<file path="src/rtl/perf_cnt_pkg.sv">
// Shared constants for the dual-event performance counter.
// Assumes a 32-bit register bus with four word addresses.
package perf_cnt_pkg;
    localparam int NUM_CNT   = 2;
    localparam int DATA_W    = 32;
    localparam int ADDR_W    = 2;
    localparam int LANE_W    = 8;
    localparam int UPPER_LSB = 16;
    localparam int CTL_RUN   = 0;
    localparam int CTL_SNAP  = 1;
    localparam int CTL_CLR   = 2;

    typedef enum logic [ADDR_W-1:0] {
        REG_SELECT  = 2'd0,
        REG_CONTROL = 2'd1,
        REG_COUNT0  = 2'd2,
        REG_COUNT1  = 2'd3
    } reg_addr_e;
endpackage

</file>
<file path="src/rtl/perf_evt_pick.sv">
// Picks one strobe out of the event vector by index.
// Assumes the vector holds one entry for every possible index value.
module perf_evt_pick #(
    parameter int EVT_W = 8,
    localparam int NUM_EVT = 1 << EVT_W
) (
    input  logic [NUM_EVT-1:0] strobe,
    input  logic [EVT_W-1:0]   sel,
    output logic               hit
);
    // Index the strobe vector with the programmed select.
    always_comb hit = strobe[sel];
endmodule

</file>
<file path="src/rtl/perf_cnt_slice.sv">
// One live counter with its snapshot register.
// A clear has priority over an increment. A snapshot always captures the
// value from before this edge, so a clear and a snapshot can share a write.
module perf_cnt_slice #(
    parameter int CNT_W = 40
) (
    input  logic             clk,
    input  logic             rst_n,
    input  logic             run,
    input  logic             hit,
    input  logic             clr,
    input  logic             snap,
    output logic [CNT_W-1:0] live,
    output logic [CNT_W-1:0] shadow
);
    // Live count: clear, or add one on a selected strobe while running.
    always_ff @(posedge clk) begin
        if (!rst_n)
            live <= '0;
        else if (clr)
            live <= '0;
        else if (run && hit)
            live <= live + CNT_W'(1);
    end

    // Snapshot: copy the value from before this edge when asked.
    always_ff @(posedge clk) begin
        if (!rst_n)
            shadow <= '0;
        else if (snap)
            shadow <= live;
    end
endmodule

</file>
<file path="src/rtl/perf_cnt_regs.sv">
// Register interface: select fields, run bit, control pulse decode and
// the read multiplexer. Assumes EVT_W <= 8, HI_W <= 8 and LOW_W <= 32.
module perf_cnt_regs
    import perf_cnt_pkg::*;
#(
    parameter int EVT_W = 8,
    parameter int LOW_W = 32,
    parameter int HI_W  = 8,
    localparam int CNT_W = LOW_W + HI_W
) (
    input  logic                            clk,
    input  logic                            rst_n,
    input  logic                            wr_en,
    input  logic [ADDR_W-1:0]               addr,
    input  logic [DATA_W-1:0]               wdata,
    input  logic [NUM_CNT-1:0][CNT_W-1:0]   shadow,
    output logic [NUM_CNT-1:0][EVT_W-1:0]   sel,
    output logic                            run,
    output logic                            clr,
    output logic                            snap,
    output logic [DATA_W-1:0]               rdata
);
    logic ctrl_wr;

    // Decode a control write.
    always_comb ctrl_wr = wr_en && (reg_addr_e'(addr) == REG_CONTROL);

    // Clear and snapshot act only at the edge that samples the write.
    always_comb begin
        clr  = ctrl_wr && wdata[CTL_CLR];
        snap = ctrl_wr && wdata[CTL_SNAP];
    end

    // Select fields and the run bit, written by the bus.
    always_ff @(posedge clk) begin
        if (!rst_n) begin
            sel <= '0;
            run <= 1'b0;
        end else if (wr_en) begin
            if (reg_addr_e'(addr) == REG_SELECT) begin
                for (int i = 0; i < NUM_CNT; i++)
                    sel[i] <= wdata[i*LANE_W +: EVT_W];
            end
            if (reg_addr_e'(addr) == REG_CONTROL)
                run <= wdata[CTL_RUN];
        end
    end

    // Read multiplexer: counts come only from the snapshots.
    always_comb begin
        rdata = '0;
        case (reg_addr_e'(addr))
            REG_SELECT: begin
                for (int i = 0; i < NUM_CNT; i++) begin
                    rdata[i*LANE_W +: EVT_W] = sel[i];
                    rdata[UPPER_LSB + i*LANE_W +: HI_W] = shadow[i][CNT_W-1:LOW_W];
                end
            end
            REG_CONTROL: rdata[CTL_RUN] = run;
            REG_COUNT0:  rdata[LOW_W-1:0] = shadow[0][LOW_W-1:0];
            REG_COUNT1:  rdata[LOW_W-1:0] = shadow[1][LOW_W-1:0];
            default:     rdata = '0;
        endcase
    end
endmodule

</file>
<file path="src/rtl/perf_cnt_unit.sv">
// Dual-event performance counter top.
// Wires the register block to one pick/slice pair per counter.
// Assumes that strobes are single-cycle and synchronous to clk.
module perf_cnt_unit
    import perf_cnt_pkg::*;
#(
    parameter int EVT_W = 8,
    parameter int LOW_W = 32,
    parameter int HI_W  = 8,
    localparam int CNT_W   = LOW_W + HI_W,
    localparam int NUM_EVT = 1 << EVT_W
) (
    input  logic               clk,
    input  logic               rst_n,
    input  logic [NUM_EVT-1:0] evt_strobe,
    input  logic               wr_en,
    input  logic [1:0]         addr,
    input  logic [31:0]        wdata,
    output logic [31:0]        rdata
);
    logic [NUM_CNT-1:0][EVT_W-1:0] sel;
    logic [NUM_CNT-1:0][CNT_W-1:0] live_cnt;
    logic [NUM_CNT-1:0][CNT_W-1:0] shadow_cnt;
    logic [NUM_CNT-1:0]            hit;
    logic                          run_q;
    logic                          clr;
    logic                          snap;

    perf_cnt_regs #(.EVT_W(EVT_W), .LOW_W(LOW_W), .HI_W(HI_W)) u_regs (
        .clk    (clk),
        .rst_n  (rst_n),
        .wr_en  (wr_en),
        .addr   (addr),
        .wdata  (wdata),
        .shadow (shadow_cnt),
        .sel    (sel),
        .run    (run_q),
        .clr    (clr),
        .snap   (snap),
        .rdata  (rdata)
    );

    // One event pick and one counter slice per counter.
    for (genvar g = 0; g < NUM_CNT; g++) begin : g_cnt
        perf_evt_pick #(.EVT_W(EVT_W)) u_pick (
            .strobe (evt_strobe),
            .sel    (sel[g]),
            .hit    (hit[g])
        );
        perf_cnt_slice #(.CNT_W(CNT_W)) u_slice (
            .clk    (clk),
            .rst_n  (rst_n),
            .run    (run_q),
            .hit    (hit[g]),
            .clr    (clr),
            .snap   (snap),
            .live   (live_cnt[g]),
            .shadow (shadow_cnt[g])
        );
    end
endmodule

</file>
<file path="config.mk">
export PLATFORM = sky130hd
export DESIGN_NAME = perf_cnt_unit
export DESIGN_NICKNAME = d
export VERILOG_FILES = /design/src/rtl/perf_cnt_pkg.sv /design/src/rtl/perf_evt_pick.sv /design/src/rtl/perf_cnt_slice.sv /design/src/rtl/perf_cnt_regs.sv /design/src/rtl/perf_cnt_unit.sv
export SDC_FILE = /design/constraint.sdc
export NUM_CORES = 1
export LEC_CHECK = 0
export ABC_AREA = 0
export BUFFER_PORTS_ARGS = -buffer_cell sky130_fd_sc_hd__buf_2
export CORE_MARGIN = 2
export CORE_UTILIZATION = 49
export DETAILED_ROUTE_END_ITERATION = 6
export GPL_TIMING_DRIVEN = 0
export PLACE_DENSITY = 0.78
export SLEW_MARGIN = 10
export SYNTH_ARGS = -nofsm -noshare
export SYNTH_HDL_FRONTEND = slang
export SYNTH_SLANG_ARGS = --single-unit
</file>
<file path="constraint.sdc">
create_clock -name clk -period 3 [get_ports clk]
set_input_delay 0.3 -clock clk [delete_from_list [all_inputs] [get_ports clk]]
set_output_delay 0.3 -clock clk [all_outputs]
set_load 0.1 [all_outputs]
</file>
==> metrics.cfg, run 1 <==
[floorplan]
ios = 325
coreArea_um2 = 25330
die_height_um = 165.1
die_area_um2 = 27250
start_util = 0.5021
fp.dieW_um = 165.1
rows = 58

[setup_path]
startpoint = u_regs.sel[8]
arrival_ns = 3.54
r2r_start = u_regs.sel[8]
cp.required_ns = 3.31
endpoint = g_cnt[1].u_slice.live[1]
critPathCaptureType = register
cp-start-kind = register
cp_max_fo = 8
crit_type = reg2reg
rrSetupSlack_ns = -0.24
worst-r2r-cell-count = 13
rr_endpoint = g_cnt[1].u_slice.live[1]

[routing]
antenna_left = 0
vias = 13940
wl_per_cell_um = 25.14
drc_errors = 0
first_pass_iters = 7
vias_per_cell = 6.706
drt_iter0_markers = 2076
drt-total-wl_mm = 52.27

[run]
maxCapViolCount = 0

[timing]
timing_hold_violations_final = 0
finalCriticalPeriod_ns = 3.236
setup_ws_ns = -0.2357
skew_ns = 0.009996
slew_headroom = 0.4131
setup_viol = 72
max_freq_mhz = 309.1
fin_crit_sh = 1.079
tightestPinTransition_ns = 0.8804
finalMaxSlewViolations = 0
rsz0062_at_grt = yes

[power]
power_density_nw_per_um2 = 350.0
power.leakage_nw = 6.037
ir_worst_vdd_mv = 0.4539

[logic_synthesis]
synthArstFlopShare = 0
yosys_most_used_dff = dfxtp_1
synth_area_um2 = 12720
ys_ff_latch = 177
synth-edff-count = 0
syn-instance-count = 1327
yosysSeqAreaShare = 0.2787
yosysUniqueCellTypes = 74
synth_nets = 1622
yosysWarnings = 0
avgSynthCellArea_um2 = 9.582

[grt]
grt-ovfl-total = 0
grt_max_degree = 17
grt_antenna_before_repair = 8
grt_pass1_wl_mm = 73.20
grtUsageTotal = 0.3576
grt_pass1_vias = 13220

[hold_path]
hold_path.class = in2reg

[clock_network]
h-tree-depth = 4
cts_sinks = 177
clock_latency_ns = 0.44
cts_max_path_buffers = 2
cts_tree = built
cts_hold_buf = 0
clkTransAtPathRegs_ns = 0.07
cts_buffers = 17
cts-root-buf = clkbuf_16

[final_layout]
fin_area_um2 = 16660
fillers = 1986
syn2layout_area_growth_pct = 30.99
drive_gt1_frac = 0.4064
nets = 2019
final_cell_mix = buf_2, nand2_1, dfxtp_1
final_common_cell = buf_2
regArea_um2 = 3557
multi_input_area_um2 = 8795
fin_util = 0.6576

[status]
outcome = finished, violations left
violations = setup timing

[place]
gp_congestion = 0.9934
portBuffers = 305
placed_cell_area_um2 = 14660
dpl.hpwl_mm = 37.01

-- registers in the layout, indices dropped and copies added, names as in the netlist --
signal / flops
u_regs.run: 1
g_cnt.u_slice.shadow: 80
u_regs.sel: 16
g_cnt.u_slice.live: 80
-- critical path, cell delays in order, from the launching register on --
cell      delay (ns)
dfxtp_4         0.41
buf_12          0.14
mux4_2          0.50
mux4_2          0.53
and3b_2         0.24
nor4_4          0.27
buf_4           0.20
a211oi_4        0.06
buf_12          0.16
nand2_4         0.08
buf_8           0.14
buf_8           0.12
mux2i_1         0.18
nor2_1          0.05
-- final cells by class --
cell class,instances,share of cell area
multi-input combinational,1018,0.5280
clock inverter,13,0.009691
inverter,24,0.005484
sequential,177,0.2136
tap,330,0.02479
buffer,107,0.05401
clock buffer,19,0.02599
timing repair buffer,379,0.1366
antenna,12,0.001803
-- routing by layer --
layer,share of wire,global-route usage
met1,0.33,0.4077
met2,0.46,0.5699
met3,0.13,0.1039
met4,0.078,0.2656
met5,0.00025,0.005682
-- per-stage QoR --
| stage | setup WS, ns | hold slack (ns) | power [mW] | cells | setup TNS [ns] |
|---|---|---|---|---|---|
| 2_1_floorplan | 0.02138 | 0.4400 | 2.973 | 1327 | 0 |
| 3_3_place_gp | -0.8025 | 0.4486 | 3.362 | 1962 | -43.56 |
| 3_5_place_dp | -0.8609 | 0.4571 | 3.377 | 1962 | -48.25 |
| 4_1_cts | -0.1193 | 0.1134 | 5.685 | 2013 | -1.467 |
| 5_1_grt | -0.2662 | 0.1345 | 5.945 | 2071 | -12.06 |
| 6_report | -0.2357 | 0.1108 | 5.830 | 2079 | -8.990 |
-- worst min path at each step --
stage / start / endpoint / slack [ns] / cells after the start
2_1_floorplan: g_cnt[1].u_slice.shadow[1] / g_cnt[1].u_slice.shadow[1] / 0.44 / 2
3_3_place_gp: g_cnt[1].u_slice.shadow[15] / g_cnt[1].u_slice.shadow[15] / 0.45 / 2
3_5_place_dp: g_cnt[0].u_slice.shadow[18] / g_cnt[0].u_slice.shadow[18] / 0.46 / 2
4_1_cts: wdata[8] / u_regs.sel[8] / 0.11 / 3
5_1_grt: wdata[14] / u_regs.sel[14] / 0.13 / 3
6_report: wdata[8] / u_regs.sel[8] / 0.11 / 3
-- cell usage after synthesis (8+ instances only) --
master | number | area share
a21boi_0 | 96 | 0.057
nand4_1 | 19 | 0.0093
or4_1 | 21 | 0.012
a21oi_1 | 53 | 0.021
nor3_1 | 13 | 0.0051
or3_1 | 33 | 0.016
o31ai_1 | 17 | 0.010
nand2_1 | 247 | 0.073
nor2_1 | 39 | 0.012
buf_2 | 12 | 0.0047
nor2b_1 | 12 | 0.0059
buf_4 | 8 | 0.0047
a22oi_1 | 12 | 0.0071
and3_1 | 9 | 0.0044
a22o_1 | 32 | 0.022
mux2_2 | 43 | 0.038
inv_1 | 22 | 0.0065
o21ai_0 | 29 | 0.011
clkbuf_1 | 66 | 0.019
mux2i_1 | 35 | 0.028
nor4_1 | 11 | 0.0054
buf_6 | 18 | 0.016
nand3_1 | 40 | 0.016
xnor2_1 | 10 | 0.0069
and4_1 | 10 | 0.0069
nand2b_1 | 10 | 0.0049
o21a_1 | 12 | 0.0071
dfxtp_1 | 177 | 0.28
and2_1 | 13 | 0.0064
mux4_2 | 129 | 0.23
-- cell families (layout without fill, tap and decap cells) --
family | Yosys count | count (layout) | synth area share
AO/OA/AOI/OAI | 298 | 298 | 0.1672
XOR/XNOR | 15 | 15 | 0.01033
adder cells (fa/ha/maj) | 2 | 2 | 0.001968
buffers and inverters | 135 | 542 | 0.05805
flip-flops | 177 | 177 | 0.2787
multiplexers | 207 | 207 | 0.2941
other | 0 | 12 | 0
AND/OR/NAND/NOR | 493 | 496 | 0.1897
-- repair_timing --
item | 4_1_cts | 5_1_grt
pin swaps | 20 | 33
endpoints found under the setup margin | 83 | 77
cloned | 3 | 10
buffers inserted | 19 | 47
resized for setup | 94 | 75
-- where the power goes --
group          leakage [nW]  switching, mW  internal [mW]
sequential             1.43         0.0174           2.36
clock                 0.280          0.990           1.31
combinational          4.33          0.593          0.561
total                  6.04           1.60           4.23
Note: power is estimated with default switching activity, not from simulation.
==> run 2, diff against run 1 <==
--- a/config.mk
+++ b/config.mk
@@ -8,11 +8,13 @@
 export ABC_AREA = 0
 export BUFFER_PORTS_ARGS = -buffer_cell sky130_fd_sc_hd__buf_2
 export CORE_MARGIN = 2
-export CORE_UTILIZATION = 49
+export CORE_UTILIZATION = 50
+export CTS_BUF_LIST = sky130_fd_sc_hd__clkbuf_8
 export DETAILED_ROUTE_END_ITERATION = 6
 export GPL_TIMING_DRIVEN = 0
-export PLACE_DENSITY = 0.78
+export PLACE_DENSITY = 0.79
 export SLEW_MARGIN = 10
 export SYNTH_ARGS = -nofsm -noshare
 export SYNTH_HDL_FRONTEND = slang
 export SYNTH_SLANG_ARGS = --single-unit
+export TNS_END_PERCENT = 5
==> metrics.cfg, run 2 (same netlist as run 1, synthesis figures left out) <==
[clock_network]
clock_latency_ns = 0.49  ; was 0.44 ns
cts_hold_buf = 0  ; unchanged
cts_sinks = 177  ; unchanged
cts_max_path_buffers = 2  ; unchanged
h-tree-depth = 4  ; unchanged
cts-root-buf = clkbuf_8  ; was clkbuf_16
clkTransAtPathRegs_ns = 0.09  ; was 0.07 ns
cts_tree = built  ; unchanged
cts_buffers = 17  ; unchanged

[power]
power_density_nw_per_um2 = 316.7  ; was 350.0 nW/µm²
p_comb_frac = 0.218  ; was 0.198
switching_share = 0.2893  ; was 0.2746
ir_worst_vdd_mv = 0.3135  ; was 0.4539 mV
power_frac_seq = 0.471  ; was 0.407
power.leakage_nw = 5.637  ; was 6.037 nW
internal-power_mw = 3.575  ; was 4.229 mW
power_switching_mw = 1.455  ; was 1.601 mW
clkPwrFrac = 0.312  ; was 0.395

[routing]
drt-total-wl_mm = 48.40  ; was 52.27 mm
drc_errors = 0  ; unchanged
antenna_left = 0  ; unchanged
first_pass_iters = 6  ; was 7
wl_per_cell_um = 23.85  ; was 25.14 µm
drt_iter0_markers = 1723  ; was 2076
vias_per_cell = 6.560  ; was 6.706
vias = 13310  ; was 13940

[timing]
finalMaxSlewViolations = 0  ; unchanged
setup_viol = 37  ; was 72
finalCriticalPeriod_ns = 3.221  ; was 3.236 ns
slew_headroom = 0.4495  ; was 0.4131
holdWs_ns = 0.05793  ; was 0.1108 ns
skew_ns = 0.01272  ; was 0.009996 ns
fin_crit_sh = 1.074  ; was 1.079
setup_ws_ns = -0.2208  ; was -0.2357 ns
tightestPinTransition_ns = 0.8258  ; was 0.8804 ns
max_freq_mhz = 310.5  ; was 309.1 MHz
rsz0062_at_grt = yes  ; unchanged
timing_hold_violations_final = 0  ; unchanged

[final_layout]
drive_gt1_frac = 0.3855  ; was 0.4064
syn2layout_area_growth_pct = 24.88  ; was 30.99%
nets = 1976  ; was 2019
largestRegisters = g_cnt.u_slice.live: 80 flops, g_cnt.u_slice.shadow: 80 flops, u_regs.sel: 16 flops  ; unchanged
final_cell_mix = buf_2, nand2_1, dfxtp_1  ; unchanged
multi_input_area_um2 = 8717  ; was 8795 µm²
final_common_cell = buf_2  ; unchanged
fillers = 2081  ; was 1986
regArea_um2 = 3552  ; was 3557 µm²

[floorplan]
rows = 58  ; unchanged
coreArea_um2 = 25110  ; was 25330 µm²
fp.dieW_um = 163.5  ; was 165.1 µm
die_area_um2 = 26720  ; was 27250 µm²
ios = 325  ; unchanged
start_util = 0.5064  ; was 0.5021
die_height_um = 163.5  ; was 165.1 µm

[run]
maxCapViolCount = 0  ; unchanged

[place]
dpl.hpwl_mm = 36.59  ; was 37.01 mm
gp_congestion = 0.9413  ; was 0.9934
portBuffers = 305  ; unchanged
place_ws_ns = -0.7676  ; was -0.8609 ns

[hold_path]
hold_path.class = in2reg  ; unchanged

[setup_path]
rrSetupSlack_ns = -0.22  ; was -0.24 ns
cp.required_ns = 3.43  ; was 3.31 ns
cp-start-kind = register  ; unchanged
critPathCaptureType = register  ; unchanged
arrival_ns = 3.65  ; was 3.54 ns
cp_max_fo = 8  ; unchanged
crit_type = reg2reg  ; unchanged

[grt]
grt_max_degree = 17  ; unchanged
grtUsageTotal = 0.3480  ; was 0.3576
grt_pass1_wl_mm = 70.37  ; was 73.20 mm
grt_pass1_vias = 12640  ; was 13220
grt_antenna_before_repair = 4  ; was 8
grt-ovfl-total = 0  ; unchanged

[status]
outcome = finished, violations left  ; unchanged
violations = setup timing  ; unchanged

-- run 2: cell count changes in the layout (fill, tap and decap cells not counted), sizes merged --
cell and delta:
nand4 -2, clkinv +4, clkbuf -4, buf -37, diode -7, bufinv -2
clkinvlp -2
-- run 2: final cells by class --
cell class / count / area share
Multi-Input combinational cell: 1016 / 0.5489
Buffer: 108 / 0.05484
Inverter: 24 / 0.005752
Timing Repair Buffer: 337 / 0.1175
Clock buffer: 19 / 0.01647
Clock inverter: 13 / 0.006067
Antenna cell: 5 / 0.0007879
Sequential cell: 177 / 0.2237
Tap cell: 330 / 0.02600
-- run 2: worst paths after layout --
kind,from,to,cells past startpoint
worst max-delay path,u_regs.sel[8],g_cnt[1].u_slice.live[4],14
worst min-delay path,wdata[8],u_regs.sel[8],3
worst max register to register,u_regs.sel[8],g_cnt[1].u_slice.live[4],14
worst min register to register,g_cnt[0].u_slice.shadow[16],g_cnt[0].u_slice.shadow[16],2
-- run 2: power by group through the flow --
stage	clock network (mW)	registers, mW	logic [mW]
floorplan	0	2.42	0.557
global placement	0	2.42	0.941
detailed placement	0	2.42	0.954
CTS	1.56	2.37	1.01
global route	1.66	2.37	1.13
finish	1.57	2.37	1.09
-- run 2: layer usage --
| layer | track usage | routed length [µm] |
|---|---|---|
| met1 | 0.3981 | 16830 |
| met2 | 0.5834 | 23520 |
| met3 | 0.08024 | 4834 |
| met4 | 0.2289 | 3212 |
| met5 | 0 | 0 |
-- run 2: timing repair --
| item | in CTS | in global routing |
|---|---|---|
| pin swaps | 9 | 22 |
| resized for setup | 72 | 74 |
| setup endpoints to repair | 84 | 80 |
| setup buffers | 11 | 18 |
| cloned | 0 | 4 |
| endpoints found under the hold margin | 0 | 0 |
-- run 2: worst max-delay path, cell delays in order, from the launching register on --
cell and delay, ns:
dfxtp_4 0.39, buf_8 0.14, mux4_2 0.52, mux4_2 0.52
a22o_1 0.28, nor4_4 0.28, buf_4 0.18, a211oi_4 0.05
buf_12 0.17, nand2_8 0.07, buf_8 0.13, buf_8 0.13
buf_4 0.11, o211ai_1 0.09, nand2_1 0.10
-- run 2: through the flow --
stage                     setup TNS [ns]  instances  utilization  area [µm²]  power, mW
after detailed placement          -42.56       1962       0.5837       14660      3.375
final                             -4.478       2029       0.6325       15880      5.030
after CTS                         -3.411       2004       0.6131       15390      4.937
after global placement            -40.04       1962       0.5837       14660      3.361
after global routing              -7.466       2026       0.6322       15870      5.159
after floorplan                        0       1327            -       12720      2.973
==> run 3, diff against run 2 <==
--- a/config.mk
+++ b/config.mk
@@ -8,13 +8,13 @@
 export ABC_AREA = 0
 export BUFFER_PORTS_ARGS = -buffer_cell sky130_fd_sc_hd__buf_2
 export CORE_MARGIN = 2
-export CORE_UTILIZATION = 50
+export CORE_UTILIZATION = 51
 export CTS_BUF_LIST = sky130_fd_sc_hd__clkbuf_8
 export DETAILED_ROUTE_END_ITERATION = 6
-export GPL_TIMING_DRIVEN = 0
-export PLACE_DENSITY = 0.79
+export PLACE_DENSITY = 0.8
 export SLEW_MARGIN = 10
 export SYNTH_ARGS = -nofsm -noshare
 export SYNTH_HDL_FRONTEND = slang
+export SYNTH_HIERARCHICAL = 1
 export SYNTH_SLANG_ARGS = --single-unit
 export TNS_END_PERCENT = 5
==> metrics.cfg, run 3 <==
[routing]
drt-total-wl_mm = 46.54  ; was 48.40 mm
drt_iter0_markers = 1374  ; was 1723
vias = 13170  ; was 13310
antenna_left = 0  ; unchanged
drc_errors = 3  ; was 0
first_pass_iters = 7  ; was 6
wl_per_cell_um = 22.79  ; was 23.85 µm
vias_per_cell = 6.449  ; was 6.560

[setup_path]
cp-start-kind = register  ; unchanged
crit_type = reg2reg  ; unchanged
critPathCaptureType = register  ; unchanged
cp_max_fo = 6  ; was 8
arrival_ns = 3.75  ; was 3.65 ns
critPathTopFamily = simple AND/OR/NAND/NOR gates  ; was multiplexers
cpPeakStageDelay_ns = 0.53  ; was 0.52 ns
crit_buf_inv = 1  ; was 6
cp.required_ns = 3.41  ; was 3.43 ns
crit_slowest_cell = or4_1  ; was mux4_2
cp_cell_sequence = or3b_4, o22ai_1, nor3_1, a31oi_1, nor4_4, a31oi_4, buf_6, nand3_4, or3_4, or4_1, a21oi_2  ; was buf_8, mux4_2, mux4_2, a22o_1, nor4_4, buf_4, a211oi_4, buf_12, nand2_8, buf_8, buf_8, buf_4, o211ai_1, nand2_1

[final_layout]
fillers = 1954  ; was 2081
final_cell_mix = buf_2, mux2i_1, dfxtp_1  ; was buf_2, nand2_1, dfxtp_1
drive_gt1_frac = 0.4088  ; was 0.3855
nets = 1987  ; was 1976
largestRegisters = g_cnt.u_slice/live: 80 flops, g_cnt.u_slice/shadow: 80 flops, u_regs/sel: 16 flops  ; was g_cnt.u_slice.live: 80 flops, g_cnt.u_slice.shadow: 80 flops, u_regs.sel: 16 flops
syn2layout_area_growth_pct = 28.94  ; was 24.88%
final_cells = 2042  ; was 2029
fin_util = 0.6652  ; was 0.6325
final_common_cell = buf_2  ; unchanged

[clock_network]
cts_hold_buf = 0  ; unchanged
cts_sinks = 177  ; unchanged
cts_max_path_buffers = 2  ; unchanged
clock_latency_ns = 0.47  ; was 0.49 ns
h-tree-depth = 4  ; unchanged
clkTransAtPathRegs_ns = 0.09  ; about the same
cts_tree = built  ; unchanged
cts-root-buf = clkbuf_8  ; unchanged
cts_buffers = 17  ; unchanged

[floorplan]
coreArea_um2 = 25040  ; was 25110 µm²
die_height_um = 163.1  ; was 163.5 µm
rows = 58  ; unchanged
ios = 325  ; unchanged
fp.dieW_um = 163.1  ; was 163.5 µm
die_area_um2 = 26610  ; was 26720 µm²
start_util = 0.5159  ; was 0.5064

[logic_synthesis]
yosysWarnings = 6  ; was 0
yosysSeqAreaShare = 0.2743  ; was 0.2787
synth_area_um2 = 12920  ; was 12720 µm²
synthTopCellsByCount = mux2i_1, dfxtp_1, nor2b_1  ; was nand2_1, dfxtp_1, mux4_2
synth-edff-count = 0  ; unchanged
syn-instance-count = 1320  ; was 1327
synth_nets = 1615  ; was 1622
synth_top_cell_by_area = dfxtp_1  ; unchanged
ys_ff_latch = 177  ; unchanged
yosysUniqueCellTypes = 52  ; was 74
yosys_most_used_dff = dfxtp_1  ; unchanged
yosysMostFrequentCell = mux2i_1  ; was nand2_1
synthArstFlopShare = 0  ; unchanged
synth_area_leaders = dfxtp_1, mux2i_1, mux4_2, nor2b_1, mux2_4  ; was dfxtp_1, mux4_2, nand2_1, a21boi_0, mux2_2
avgSynthCellArea_um2 = 9.785  ; was 9.582 µm²
synth_top_area_frac = 0.2743  ; was 0.2787

[grt]
grt_pass1_vias = 12640  ; about the same
grt_antenna_before_repair = 12  ; was 4
grt-ovfl-total = 0  ; unchanged
grt_max_degree = 45  ; was 17
grt_pass1_wl_mm = 69.12  ; was 70.37 mm
grtUsageTotal = 0.3345  ; was 0.3480

[timing]
finalMaxSlewViolations = 0  ; unchanged
max_freq_mhz = 298.8  ; was 310.5 MHz
setup_ws_ns = -0.3466  ; was -0.2208 ns
rsz0062_at_grt = yes  ; unchanged
finalCriticalPeriod_ns = 3.347  ; was 3.221 ns
slew_headroom = 0.5755  ; was 0.4495
skew_ns = 0.01123  ; was 0.01272 ns
timing_hold_violations_final = 0  ; unchanged
finalSetupTns_ns = -14.57  ; was -4.478 ns
fin_crit_sh = 1.116  ; was 1.074
setup_viol = 71  ; was 37
tightestPinTransition_ns = 0.6349  ; was 0.8258 ns

[power]
power_mw = 5.085  ; was 5.030 mW
power.leakage_nw = 5.975  ; was 5.637 nW
ir_worst_vdd_mv = 0.3565  ; was 0.3135 mV
power_density_nw_per_um2 = 305.3  ; was 316.7 nW/µm²

[hold_path]
hold_path.class = in2reg  ; unchanged

[place]
dpl.hpwl_mm = 34.21  ; was 36.59 mm
portBuffers = 308  ; was 305
dpl.cell_count = 1969  ; was 1962
gp_congestion = 0.9440  ; was 0.9413

[status]
violations = DRC, setup timing  ; was setup timing
outcome = finished, violations left  ; unchanged

[run]
maxCapViolCount = 0  ; unchanged

run 3: path summary, 6_finish.rpt:
path / start / to / slack [ns] / depth (start not counted)
setup / recovery: u_regs/sel[0] / g_cnt[0].u_slice/live[20] / -0.35 / 11
hold / removal: wdata[6] / u_regs/sel[6] / 0.08 / 3
setup reg to reg: u_regs/sel[0] / g_cnt[0].u_slice/live[20] / -0.35 / 11
hold reg to reg: g_cnt[1].u_slice/live[39] / g_cnt[1].u_slice/live[39] / 0.49 / 2
run 3: final cells by class:
type	instances	area (µm²)	area share
diodes	7	17.52	0.001052
clock buffers	17	234.0	0.01405
clock inverters	15	147.6	0.008865
inverters	16	60.06	0.003606
multi-input cells	1020	9266	0.5564
flip-flops and latches	177	3565	0.2140
well taps	330	412.9	0.02479
repair buffers	460	2952	0.1772
run 3: routing by layer:
metal / share of wire / track usage / vias up
met1: 0.37 / 0.3893 / 6302
met2: 0.49 / 0.5721 / 776
met4: 0.052 / 0.1706 / 8
met5: 0.0012 / 0 / -
met3: 0.082 / 0.08126 / 187
li1: - / - / 5896
run 3: worst register-to-register path, cell delays in order (launching register included):
cell and delay, ns:
dfxtp_4 0.39, or3b_4 0.45, o22ai_1 0.31, nor3_1 0.11, a31oi_1 0.29, nor4_4 0.12, a31oi_4 0.24, buf_6 0.15
nand3_4 0.09, or3_4 0.46, or4_1 0.53, a21oi_2 0.14
run 3: report_power, final:
group	total [mW]	switching [mW]	internal [mW]
Combinational	1.09	0.542	0.552
Sequential	2.37	0.0196	2.35
Clock	1.62	0.935	0.682
run 3: what timing repair did:
action,CTS,global route
resized for setup,29,79
setup buffers,7,22
pin swaps,25,62
cloned,3,4
endpoints found under the setup margin,80,80
run 3: logic make-up after synthesis:
| family | after synthesis | synth area share |
|---|---|---|
| multiplexers | 329 | 0.3404 |
| buffers and inverters | 129 | 0.05570 |
| flip-flops | 177 | 0.2743 |
| AND/OR/NAND/NOR | 420 | 0.1876 |
| XOR/XNOR | 20 | 0.01356 |
| adder cells (fa/ha/maj) | 2 | 0.001937 |
| AO/OA/AOI/OAI | 243 | 0.1264 |
run 3: stage by stage:
step	setup WS (ns)	cell area (µm²)	hold WS (ns)
3_3_place_gp	-0.5354	15460	0.4617
5_1_grt	-0.4564	16640	0.04477
4_1_cts	-0.3258	16060	0.05341
2_1_floorplan	-0.2329	13070	0.4346
6_report	-0.3466	16650	0.07528
3_5_place_dp	-0.5911	15460	0.4815
